**src/rtl/pwr_budget_pkg.sv**
```systemverilog
package pwr_budget_pkg;

    localparam int unsigned PB_NUM_CORES = 4;
    localparam int unsigned PB_PWR_W     = 12;
    localparam int unsigned PB_ACC_W     = 20;

    // Width that holds the sum of n values of w bits each
    function automatic int unsigned pb_sum_w(input int unsigned n, input int unsigned w);
        return w + $clog2(n + 1);
    endfunction

    // Direction of the borrowed quantum in one cycle
    typedef enum logic [1:0] {
        CR_NONE   = 2'd0,
        CR_TO_GPU = 2'd1,
        CR_TO_CPU = 2'd2
    } credit_dir_e;

    typedef struct packed {
        logic gpu;
        logic cpu;
    } credit_flags_t;

    function automatic credit_flags_t pb_decode_dir(input credit_dir_e d);
        credit_flags_t f;
        f.gpu = (d == CR_TO_GPU);
        f.cpu = (d == CR_TO_CPU);
        return f;
    endfunction

endpackage

```
**src/rtl/pb_power_sum.sv**
```systemverilog
module pb_power_sum
    import pwr_budget_pkg::*;
#(
    parameter int unsigned NUM_CORES = PB_NUM_CORES,
    parameter int unsigned PWR_W     = PB_PWR_W,
    parameter int unsigned SUM_W     = pb_sum_w(NUM_CORES, PWR_W)
) (
    input  logic [NUM_CORES*PWR_W-1:0] core_pwr,
    input  logic [PWR_W-1:0]           gpu_pwr,
    output logic [SUM_W-1:0]           cpu_sum,
    output logic [SUM_W-1:0]           total_sum
);

    // Running prefix sums over the cores
    logic [SUM_W-1:0] prefix [NUM_CORES+1];

    assign prefix[0] = '0;

    genvar gi;
    generate
        for (gi = 0; gi < NUM_CORES; gi++) begin : g_acc
            assign prefix[gi+1] = prefix[gi]
                + {{(SUM_W-PWR_W){1'b0}}, core_pwr[gi*PWR_W +: PWR_W]};
        end
    endgenerate

    assign cpu_sum   = prefix[NUM_CORES];
    assign total_sum = prefix[NUM_CORES] + {{(SUM_W-PWR_W){1'b0}}, gpu_pwr};

endmodule

```
**src/rtl/pb_energy_bank.sv**
```systemverilog
module pb_energy_bank
    import pwr_budget_pkg::*;
#(
    parameter int unsigned SUM_W = pb_sum_w(PB_NUM_CORES, PB_PWR_W),
    parameter int unsigned ACC_W = PB_ACC_W
) (
    input  logic             clk,
    input  logic             rst,
    input  logic [SUM_W-1:0] total_sum,
    input  logic [SUM_W-1:0] pkg_limit,
    input  logic [ACC_W-1:0] bank_max,
    input  logic [ACC_W-1:0] rearm_level,
    output logic             lock_d,
    output logic [ACC_W-1:0] margin_q,
    output logic             lock_q
);

    localparam int unsigned RAW_W = ACC_W + 2;

    logic signed [RAW_W-1:0] raw;
    logic signed [RAW_W-1:0] cap_s;
    logic        [ACC_W-1:0] margin_d;
    logic                    deficit;

    always_comb begin
        raw = $signed({2'b00, margin_q})
            + $signed({{(RAW_W-SUM_W){1'b0}}, pkg_limit})
            - $signed({{(RAW_W-SUM_W){1'b0}}, total_sum});
        cap_s   = $signed({2'b00, bank_max});
        deficit = raw < 0;
        if (deficit) begin
            margin_d = '0;
        end else if (raw > cap_s) begin
            margin_d = bank_max;
        end else begin
            margin_d = raw[ACC_W-1:0];
        end
        // Enter lockout on a deficit; leave only above the re-arm level
        if (deficit) begin
            lock_d = 1'b1;
        end else if (lock_q && (margin_d <= rearm_level)) begin
            lock_d = 1'b1;
        end else begin
            lock_d = 1'b0;
        end
    end

    always_ff @(posedge clk) begin
        if (rst) begin
            margin_q <= '0;
            lock_q   <= 1'b0;
        end else begin
            margin_q <= margin_d;
            lock_q   <= lock_d;
        end
    end

    AST_MARGIN_CAPPED: assert property (@(posedge clk) disable iff (rst)
        margin_q <= $past(bank_max));

    AST_REARM_ABOVE_LEVEL: assert property (@(posedge clk) disable iff (rst)
        $fell(lock_q) |-> (margin_q > $past(rearm_level)));

    AST_LOCK_MEANS_FLOOR: assert property (@(posedge clk) disable iff (rst)
        $rose(lock_q) |-> (margin_q == '0));

endmodule

```
**src/rtl/pb_credit_arb.sv**
```systemverilog
module pb_credit_arb
    import pwr_budget_pkg::*;
#(
    parameter int unsigned NUM_CORES = PB_NUM_CORES,
    parameter int unsigned PWR_W     = PB_PWR_W,
    parameter int unsigned SUM_W     = pb_sum_w(NUM_CORES, PWR_W)
) (
    input  logic                 clk,
    input  logic                 rst,
    input  logic [SUM_W-1:0]     cpu_sum,
    input  logic [PWR_W-1:0]     gpu_pwr,
    input  logic                 cpu_wants,
    input  logic                 gpu_borrow_req,
    input  logic [SUM_W-1:0]     cpu_dom_limit,
    input  logic [SUM_W-1:0]     gpu_dom_limit,
    input  logic [SUM_W-1:0]     borrow_quantum,
    input  logic [SUM_W-1:0]     idle_level,
    output logic [SUM_W:0]       cpu_eff_d,
    output logic                 gpu_credit_q,
    output logic                 cpu_credit_q,
    output logic [SUM_W:0]       cpu_eff_q,
    output logic [SUM_W:0]       gpu_eff_q
);

    logic          cpu_idle;
    logic          gpu_idle;
    credit_dir_e   dir;
    credit_flags_t flags;
    logic [SUM_W:0] gpu_eff_d;
    logic [SUM_W:0] quantum_x;

    assign cpu_idle  = cpu_sum <= idle_level;
    assign gpu_idle  = {{(SUM_W-PWR_W){1'b0}}, gpu_pwr} <= idle_level;
    assign quantum_x = {1'b0, borrow_quantum};

    // GPU is considered first; the CPU only takes an unclaimed quantum
    always_comb begin
        if (gpu_borrow_req && cpu_idle) begin
            dir = CR_TO_GPU;
        end else if (cpu_wants && gpu_idle) begin
            dir = CR_TO_CPU;
        end else begin
            dir = CR_NONE;
        end
        flags     = pb_decode_dir(dir);
        cpu_eff_d = {1'b0, cpu_dom_limit} + (flags.cpu ? quantum_x : '0);
        gpu_eff_d = {1'b0, gpu_dom_limit} + (flags.gpu ? quantum_x : '0);
    end

    always_ff @(posedge clk) begin
        if (rst) begin
            gpu_credit_q <= 1'b0;
            cpu_credit_q <= 1'b0;
            cpu_eff_q    <= '0;
            gpu_eff_q    <= '0;
        end else begin
            gpu_credit_q <= flags.gpu;
            cpu_credit_q <= flags.cpu;
            cpu_eff_q    <= cpu_eff_d;
            gpu_eff_q    <= gpu_eff_d;
        end
    end

    AST_ONE_BORROWER: assert property (@(posedge clk) disable iff (rst)
        !(gpu_credit_q && cpu_credit_q));

    AST_GPU_SERVED_FIRST: assert property (@(posedge clk) disable iff (rst)
        (gpu_borrow_req && cpu_idle) |=> (gpu_credit_q && !cpu_credit_q));

    AST_CPU_CREDIT_NEEDS_IDLE_GPU: assert property (@(posedge clk) disable iff (rst)
        cpu_credit_q |-> ($past(gpu_idle) && $past(cpu_wants)));

endmodule

```
**src/rtl/pwr_budget_arbiter.sv**
```systemverilog
module pwr_budget_arbiter
    import pwr_budget_pkg::*;
#(
    parameter int unsigned NUM_CORES = PB_NUM_CORES,
    parameter int unsigned PWR_W     = PB_PWR_W,
    parameter int unsigned ACC_W     = PB_ACC_W,
    parameter int unsigned SUM_W     = pb_sum_w(NUM_CORES, PWR_W)
) (
    input  logic                       clk,
    input  logic                       rst,
    input  logic [NUM_CORES*PWR_W-1:0] core_pwr,
    input  logic [PWR_W-1:0]           gpu_pwr,
    input  logic [NUM_CORES-1:0]       core_boost_req,
    input  logic                       gpu_borrow_req,
    input  logic [SUM_W-1:0]           pkg_limit,
    input  logic [SUM_W-1:0]           cpu_dom_limit,
    input  logic [SUM_W-1:0]           gpu_dom_limit,
    input  logic [SUM_W-1:0]           borrow_quantum,
    input  logic [SUM_W-1:0]           idle_level,
    input  logic [ACC_W-1:0]           bank_max,
    input  logic [ACC_W-1:0]           rearm_level,
    output logic [NUM_CORES-1:0]       boost_gnt,
    output logic                       gpu_credit,
    output logic                       cpu_credit,
    output logic [SUM_W:0]             cpu_limit_eff,
    output logic [SUM_W:0]             gpu_limit_eff,
    output logic [ACC_W-1:0]           margin,
    output logic                       lockout
);

    logic [SUM_W-1:0] cpu_sum;
    logic [SUM_W-1:0] total_sum;
    logic             lock_d;
    logic [SUM_W:0]   cpu_eff_d;
    logic             cpu_fits;
    logic [NUM_CORES-1:0] boost_d;
    logic [NUM_CORES-1:0] boost_q;

    pb_power_sum #(
        .NUM_CORES (NUM_CORES),
        .PWR_W     (PWR_W),
        .SUM_W     (SUM_W)
    ) u_sum (
        .core_pwr  (core_pwr),
        .gpu_pwr   (gpu_pwr),
        .cpu_sum   (cpu_sum),
        .total_sum (total_sum)
    );

    pb_energy_bank #(
        .SUM_W (SUM_W),
        .ACC_W (ACC_W)
    ) u_bank (
        .clk         (clk),
        .rst         (rst),
        .total_sum   (total_sum),
        .pkg_limit   (pkg_limit),
        .bank_max    (bank_max),
        .rearm_level (rearm_level),
        .lock_d      (lock_d),
        .margin_q    (margin),
        .lock_q      (lockout)
    );

    pb_credit_arb #(
        .NUM_CORES (NUM_CORES),
        .PWR_W     (PWR_W),
        .SUM_W     (SUM_W)
    ) u_arb (
        .clk            (clk),
        .rst            (rst),
        .cpu_sum        (cpu_sum),
        .gpu_pwr        (gpu_pwr),
        .cpu_wants      (|core_boost_req),
        .gpu_borrow_req (gpu_borrow_req),
        .cpu_dom_limit  (cpu_dom_limit),
        .gpu_dom_limit  (gpu_dom_limit),
        .borrow_quantum (borrow_quantum),
        .idle_level     (idle_level),
        .cpu_eff_d      (cpu_eff_d),
        .gpu_credit_q   (gpu_credit),
        .cpu_credit_q   (cpu_credit),
        .cpu_eff_q      (cpu_limit_eff),
        .gpu_eff_q      (gpu_limit_eff)
    );

    assign cpu_fits = {1'b0, cpu_sum} <= cpu_eff_d;

    genvar ci;
    generate
        for (ci = 0; ci < NUM_CORES; ci++) begin : g_core
            assign boost_d[ci] = core_boost_req[ci] && !lock_d && cpu_fits;

            always_ff @(posedge clk) begin
                if (rst) begin
                    boost_q[ci] <= 1'b0;
                end else begin
                    boost_q[ci] <= boost_d[ci];
                end
            end

            AST_BOOST_NEEDS_REQ: assert property (@(posedge clk) disable iff (rst)
                boost_q[ci] |-> $past(core_boost_req[ci]));
        end
    endgenerate

    assign boost_gnt = boost_q;

    AST_LOCK_FORCES_BASE: assert property (@(posedge clk) disable iff (rst)
        lockout |-> (boost_gnt == '0));

    AST_BOOST_WITHIN_DOMAIN: assert property (@(posedge clk) disable iff (rst)
        (|boost_gnt) |-> ({1'b0, $past(cpu_sum)} <= cpu_limit_eff));

endmodule

```
**config.mk**
```make
export PLATFORM = sky130hd
export DESIGN_NAME = pwr_budget_arbiter
export DESIGN_NICKNAME = d
export VERILOG_FILES = /design/src/rtl/pwr_budget_pkg.sv /design/src/rtl/pb_power_sum.sv /design/src/rtl/pb_energy_bank.sv /design/src/rtl/pb_credit_arb.sv /design/src/rtl/pwr_budget_arbiter.sv
export SDC_FILE = /design/constraint.sdc
export NUM_CORES = 1
export LEC_CHECK = 0
export ABC_AREA = 0
export CAP_MARGIN = 25
export CORE_UTILIZATION = 54
export CTS_BUF_LIST = sky130_fd_sc_hd__clkbuf_8
export DETAILED_ROUTE_END_ITERATION = 10
export PLACE_DENSITY = 0.95
export SYNTH_ARGS = -nofsm -noshare
export SYNTH_HDL_FRONTEND = slang
export SYNTH_SLANG_ARGS = --single-unit
```
**constraint.sdc**
```tcl
create_clock -name clk -period 26.6 [get_ports clk]
set_clock_uncertainty 0.2 [all_clocks]
set_input_delay 3.99 -clock clk [delete_from_list [all_inputs] [get_ports clk]]
set_output_delay 3.99 -clock clk [all_outputs]
set_load 0.01 [all_outputs]
```
==> results_tabular.tex <==
\begin{tabular}{lr}
\hline
Metric & Value \\
\hline
\multicolumn{2}{l}{\textbf{Global route}} \\
Pin count of the biggest net entering global routing & 37 \\
Global-route wire length before repair & 39.39 mm \\
Initial antenna violation count & 1 \\
Vias in the first global route & 8502 \\
Gr usage total & 0.3081 \\
Total gr overflow & 0 \\
\multicolumn{2}{l}{\textbf{Critical path}} \\
Max stage delay on crit path & 0.54 ns \\
CP Max Fanout & 19 \\
Setup crit start kind & primary input \\
Critical path depth in cells & 47 \\
Most prevalent standard cell on the critical path & sky130\_fd\_sc\_hd\_\_ha\_1 \\
Critical path arrival & 15.38 ns \\
Slowest cell on the critical path & sky130\_fd\_sc\_hd\_\_a2111oi\_0 \\
Crit path capture type & register \\
FF-to-FF setup slack & 19.31 ns \\
Worst path top cell family by delay & compound AO/OA/AOI/OAI gates \\
Type of the worst setup path & in -> reg \\
Worst reg2reg path depth & 27 \\
Worst path bufs/invs & 2 \\
Data required time at the worst endpoint & 26.67 ns \\
\multicolumn{2}{l}{\textbf{STA}} \\
Worst-margin pin slew & 0.7936 ns \\
Max-slew headroom & 0.4573 \\
Final number of setup-violating endpoints & 0 \\
Share of the cycle needed by the critical path after routing & 0.5755 \\
Unrepaired setup endpoints after global routing & no \\
Sum Neg Setup Slack & 0 ns \\
Highest achievable clock rate & 65.32 MHz \\
Final period demand of the worst path & 15.31 ns \\
Number of endpoints with negative hold slack in the final report & 0 \\
Number of max-slew violations in the final report & 0 \\
\multicolumn{2}{l}{\textbf{CTS}} \\
Number of CTS-inserted buffers & 9 \\
Clock tree sinks & 59 \\
Clock Pin Slew Worst Setup and Hold Paths & 0.07 ns \\
Clock tree from TritonCTS & yes \\
Number of buffers inserted to repair setup after CTS & 0 \\
Clock tree root driver cell & sky130\_fd\_sc\_hd\_\_clkbuf\_8 \\
Buffers from clock root to sink, at most & 2 \\
H-tree depth & 3 \\
CTS resizes & 0 \\
Clock latency reported for the late side of the worst-skew pair & 0.36 ns \\
Post-CTS Hold Fix Bufs & 0 \\
\multicolumn{2}{l}{\textbf{Route}} \\
Count of nets left with antenna violations after detail routing & 0 \\
DRT Pass-1 Iters & 5 \\
Number of vias after detailed routing & 8353 \\
Via-per-instance ratio & 5.753 \\
Violation count after the first detailed-routing iteration & 513 \\
WL per Instance & 16.90 um \\
DR DRC count & 0 \\
DRT Wirelength & 24.53 mm \\
\multicolumn{2}{l}{\textbf{Logic synthesis}} \\
Number of enable-type register cells in the synthesized netlist & 0 \\
Post-synthesis area per instance & 8.147 um2 \\
Largest cells by area after synthesis & sky130\_fd\_sc\_hd\_\_ha\_1, sky130\_fd\_sc\_hd\_\_dfxtp\_1, sky130\_fd\_sc\_hd\_\_fa\_1 \\
\#FFs+latches synth & 59 \\
Count of distinct cell types in the synthesized netlist & 65 \\
Synth Net Count & 1406 \\
Cell taking the most area after synthesis & sky130\_fd\_sc\_hd\_\_ha\_1 \\
Asr flop ratio synth & 0 \\
Yosys top cell area share & 0.2537 \\
Cell with the most instances after synthesis & sky130\_fd\_sc\_hd\_\_ha\_1 \\
Ranking of synthesized cells by instance count & sky130\_fd\_sc\_hd\_\_ha\_1, sky130\_fd\_sc\_hd\_\_nor2\_1, sky130\_fd\_sc\_hd\_\_inv\_1 \\
Number of cells produced by synthesis & 1023 \\
Yosys synthesis warning count & 0 \\
Total standard cell area after synthesis & 8334 um2 \\
Primary flip-flop cell chosen by synthesis mapping & sky130\_fd\_sc\_hd\_\_dfxtp\_1 \\
Seq/Total Area, Yosys & 0.1417 \\
\multicolumn{2}{l}{\textbf{Cells and area}} \\
Area growth syn-to-layout & 33.49\% \\
Proportion of layout cells with a drive suffix above 1 & 0.02692 \\
NumNets Final & 1641 \\
\multicolumn{2}{l}{\textbf{Min path}} \\
Instance count along the most critical hold path & 3 \\
Type of the most critical hold path & reg -> reg \\
\multicolumn{2}{l}{\textbf{Floorplan}} \\
Starting utilization of the core area & 0.5503 \\
Die Footprint & 15930 um2 \\
Number of rows in the core area & 45 \\
Width of the chip & 126.2 um \\
Standard cell core area & 15150 um2 \\
Vertical die dimension & 126.2 um \\
\# IOs & 241 \\
\multicolumn{2}{l}{\textbf{Run status}} \\
Status & finished clean \\
\multicolumn{2}{l}{\textbf{Place}} \\
GP Congestion & 0.9274 \\
Detailed placer's ending HPWL & 20.82 mm \\
Buffers on Ports & 240 \\
\multicolumn{2}{l}{\textbf{Job}} \\
Max-cap check violation count & 0 \\
\hline
\end{tabular}
[path summary, 6_finish.rpt]
kind,from,to
worst max-delay path,core_pwr[1],boost_gnt[1]
worst min-delay path,u_bank.lock_q,u_bank.lock_q
worst max register to register,u_bank.margin_q[10],boost_gnt[1]
worst min register to register,u_bank.lock_q,u_bank.lock_q
[registers in the layout, indices dropped and copies added, names as in the netlist]
register and count:
u_arb.gpu_eff_q 16, u_bank.lock_q 1, boost_gnt 4, u_arb.cpu_eff_q 16, u_bank.margin_q 20, u_arb.cpu_credit_q 1, u_arb.gpu_credit_q 1
[final cells by class]
| type | instances | area (um2) |
|---|---|---|
| Inverter | 100 | 375.4 |
| Multi-Input combinational cell | 844 | 6695 |
| Antenna cell | 1 | 2.502 |
| Tap cell | 188 | 235.2 |
| Sequential cell | 59 | 1181 |
| Timing Repair Buffer | 244 | 2432 |
| Clock inverter | 5 | 52.55 |
| Fill cell | 1063 | 4020 |
| Clock buffer | 11 | 151.4 |
[layout by cell type (no fill, tap or decap), types with 5 or more instances in the layout]
master / n
sky130_fd_sc_hd__a211oi_1: 7
sky130_fd_sc_hd__a21o_1: 31
sky130_fd_sc_hd__a21oi_1: 72
sky130_fd_sc_hd__a31oi_1: 5
sky130_fd_sc_hd__and2_1: 18
sky130_fd_sc_hd__and3_1: 6
sky130_fd_sc_hd__clkbuf_8: 11
sky130_fd_sc_hd__clkdlybuf4s50_1: 240
sky130_fd_sc_hd__dfxtp_1: 59
sky130_fd_sc_hd__fa_1: 32
sky130_fd_sc_hd__ha_1: 169
sky130_fd_sc_hd__inv_1: 101
sky130_fd_sc_hd__mux2i_1: 20
sky130_fd_sc_hd__nand2_1: 41
sky130_fd_sc_hd__nand2b_1: 10
sky130_fd_sc_hd__nand3_1: 19
sky130_fd_sc_hd__nand4_1: 14
sky130_fd_sc_hd__nor2_1: 111
sky130_fd_sc_hd__nor2b_1: 26
sky130_fd_sc_hd__nor3_1: 42
sky130_fd_sc_hd__nor3b_1: 6
sky130_fd_sc_hd__o211ai_1: 9
sky130_fd_sc_hd__o21a_1: 24
sky130_fd_sc_hd__o21ai_0: 41
sky130_fd_sc_hd__o21bai_1: 5
sky130_fd_sc_hd__o31ai_1: 8
sky130_fd_sc_hd__or2_2: 5
sky130_fd_sc_hd__or3_1: 5
sky130_fd_sc_hd__xnor2_1: 32
sky130_fd_sc_hd__xor2_1: 33
[logic make-up (layout without fill, tap and decap cells)]
logic type | after synthesis | count (layout) | synth area share
AO/OA/AOI/OAI | 244 | 244 | 0.1964
buffers and inverters | 120 | 360 | 0.05540
multiplexers | 21 | 21 | 0.02522
adder cells (fa/ha/maj) | 201 | 201 | 0.3306
other | 0 | 1 | 0
AND/OR/NAND/NOR | 313 | 313 | 0.1824
flip-flops | 59 | 59 | 0.1417
XOR/XNOR | 65 | 65 | 0.06831
[metal layers]
| metal | up-vias | routed length (um) | track usage |
|---|---|---|---|
| met4 | 0 | 779 | 0.1148 |
| met1 | 3836 | 10300 | 0.3673 |
| met3 | 73 | 1516 | 0.05735 |
| met5 | - | 0 | 0 |
| met2 | 328 | 11940 | 0.5479 |
| li1 | 4116 | - | - |
[tightest hold or removal path: stages, from the launching register on]
cell	delay (ns)
sky130_fd_sc_hd__dfxtp_1	0.37
sky130_fd_sc_hd__nand4_1	0.14
sky130_fd_sc_hd__nand2_1	0.09
sky130_fd_sc_hd__o21ba_2	0.11
[through the flow]
stage / setup WS, ns / instances / instance area (um2) / hold WS (ns) / util
after floorplan: 13.02 / 1023 / 8334 / 0.4901 / -
after global placement: 11.74 / 1435 / 10920 / 0.4906 / 0.7209
after detailed placement: 11.12 / 1435 / 10920 / 0.4911 / 0.7209
after CTS: 11.46 / 1451 / 11120 / 0.5125 / 0.7344
after global routing: 10.54 / 1451 / 11120 / 0.5456 / 0.7344
final: 11.29 / 1452 / 11130 / 0.5370 / 0.7346
Power is not shown: default switching activity piles up to over one toggle a cycle in this logic, so the estimate is an artifact.
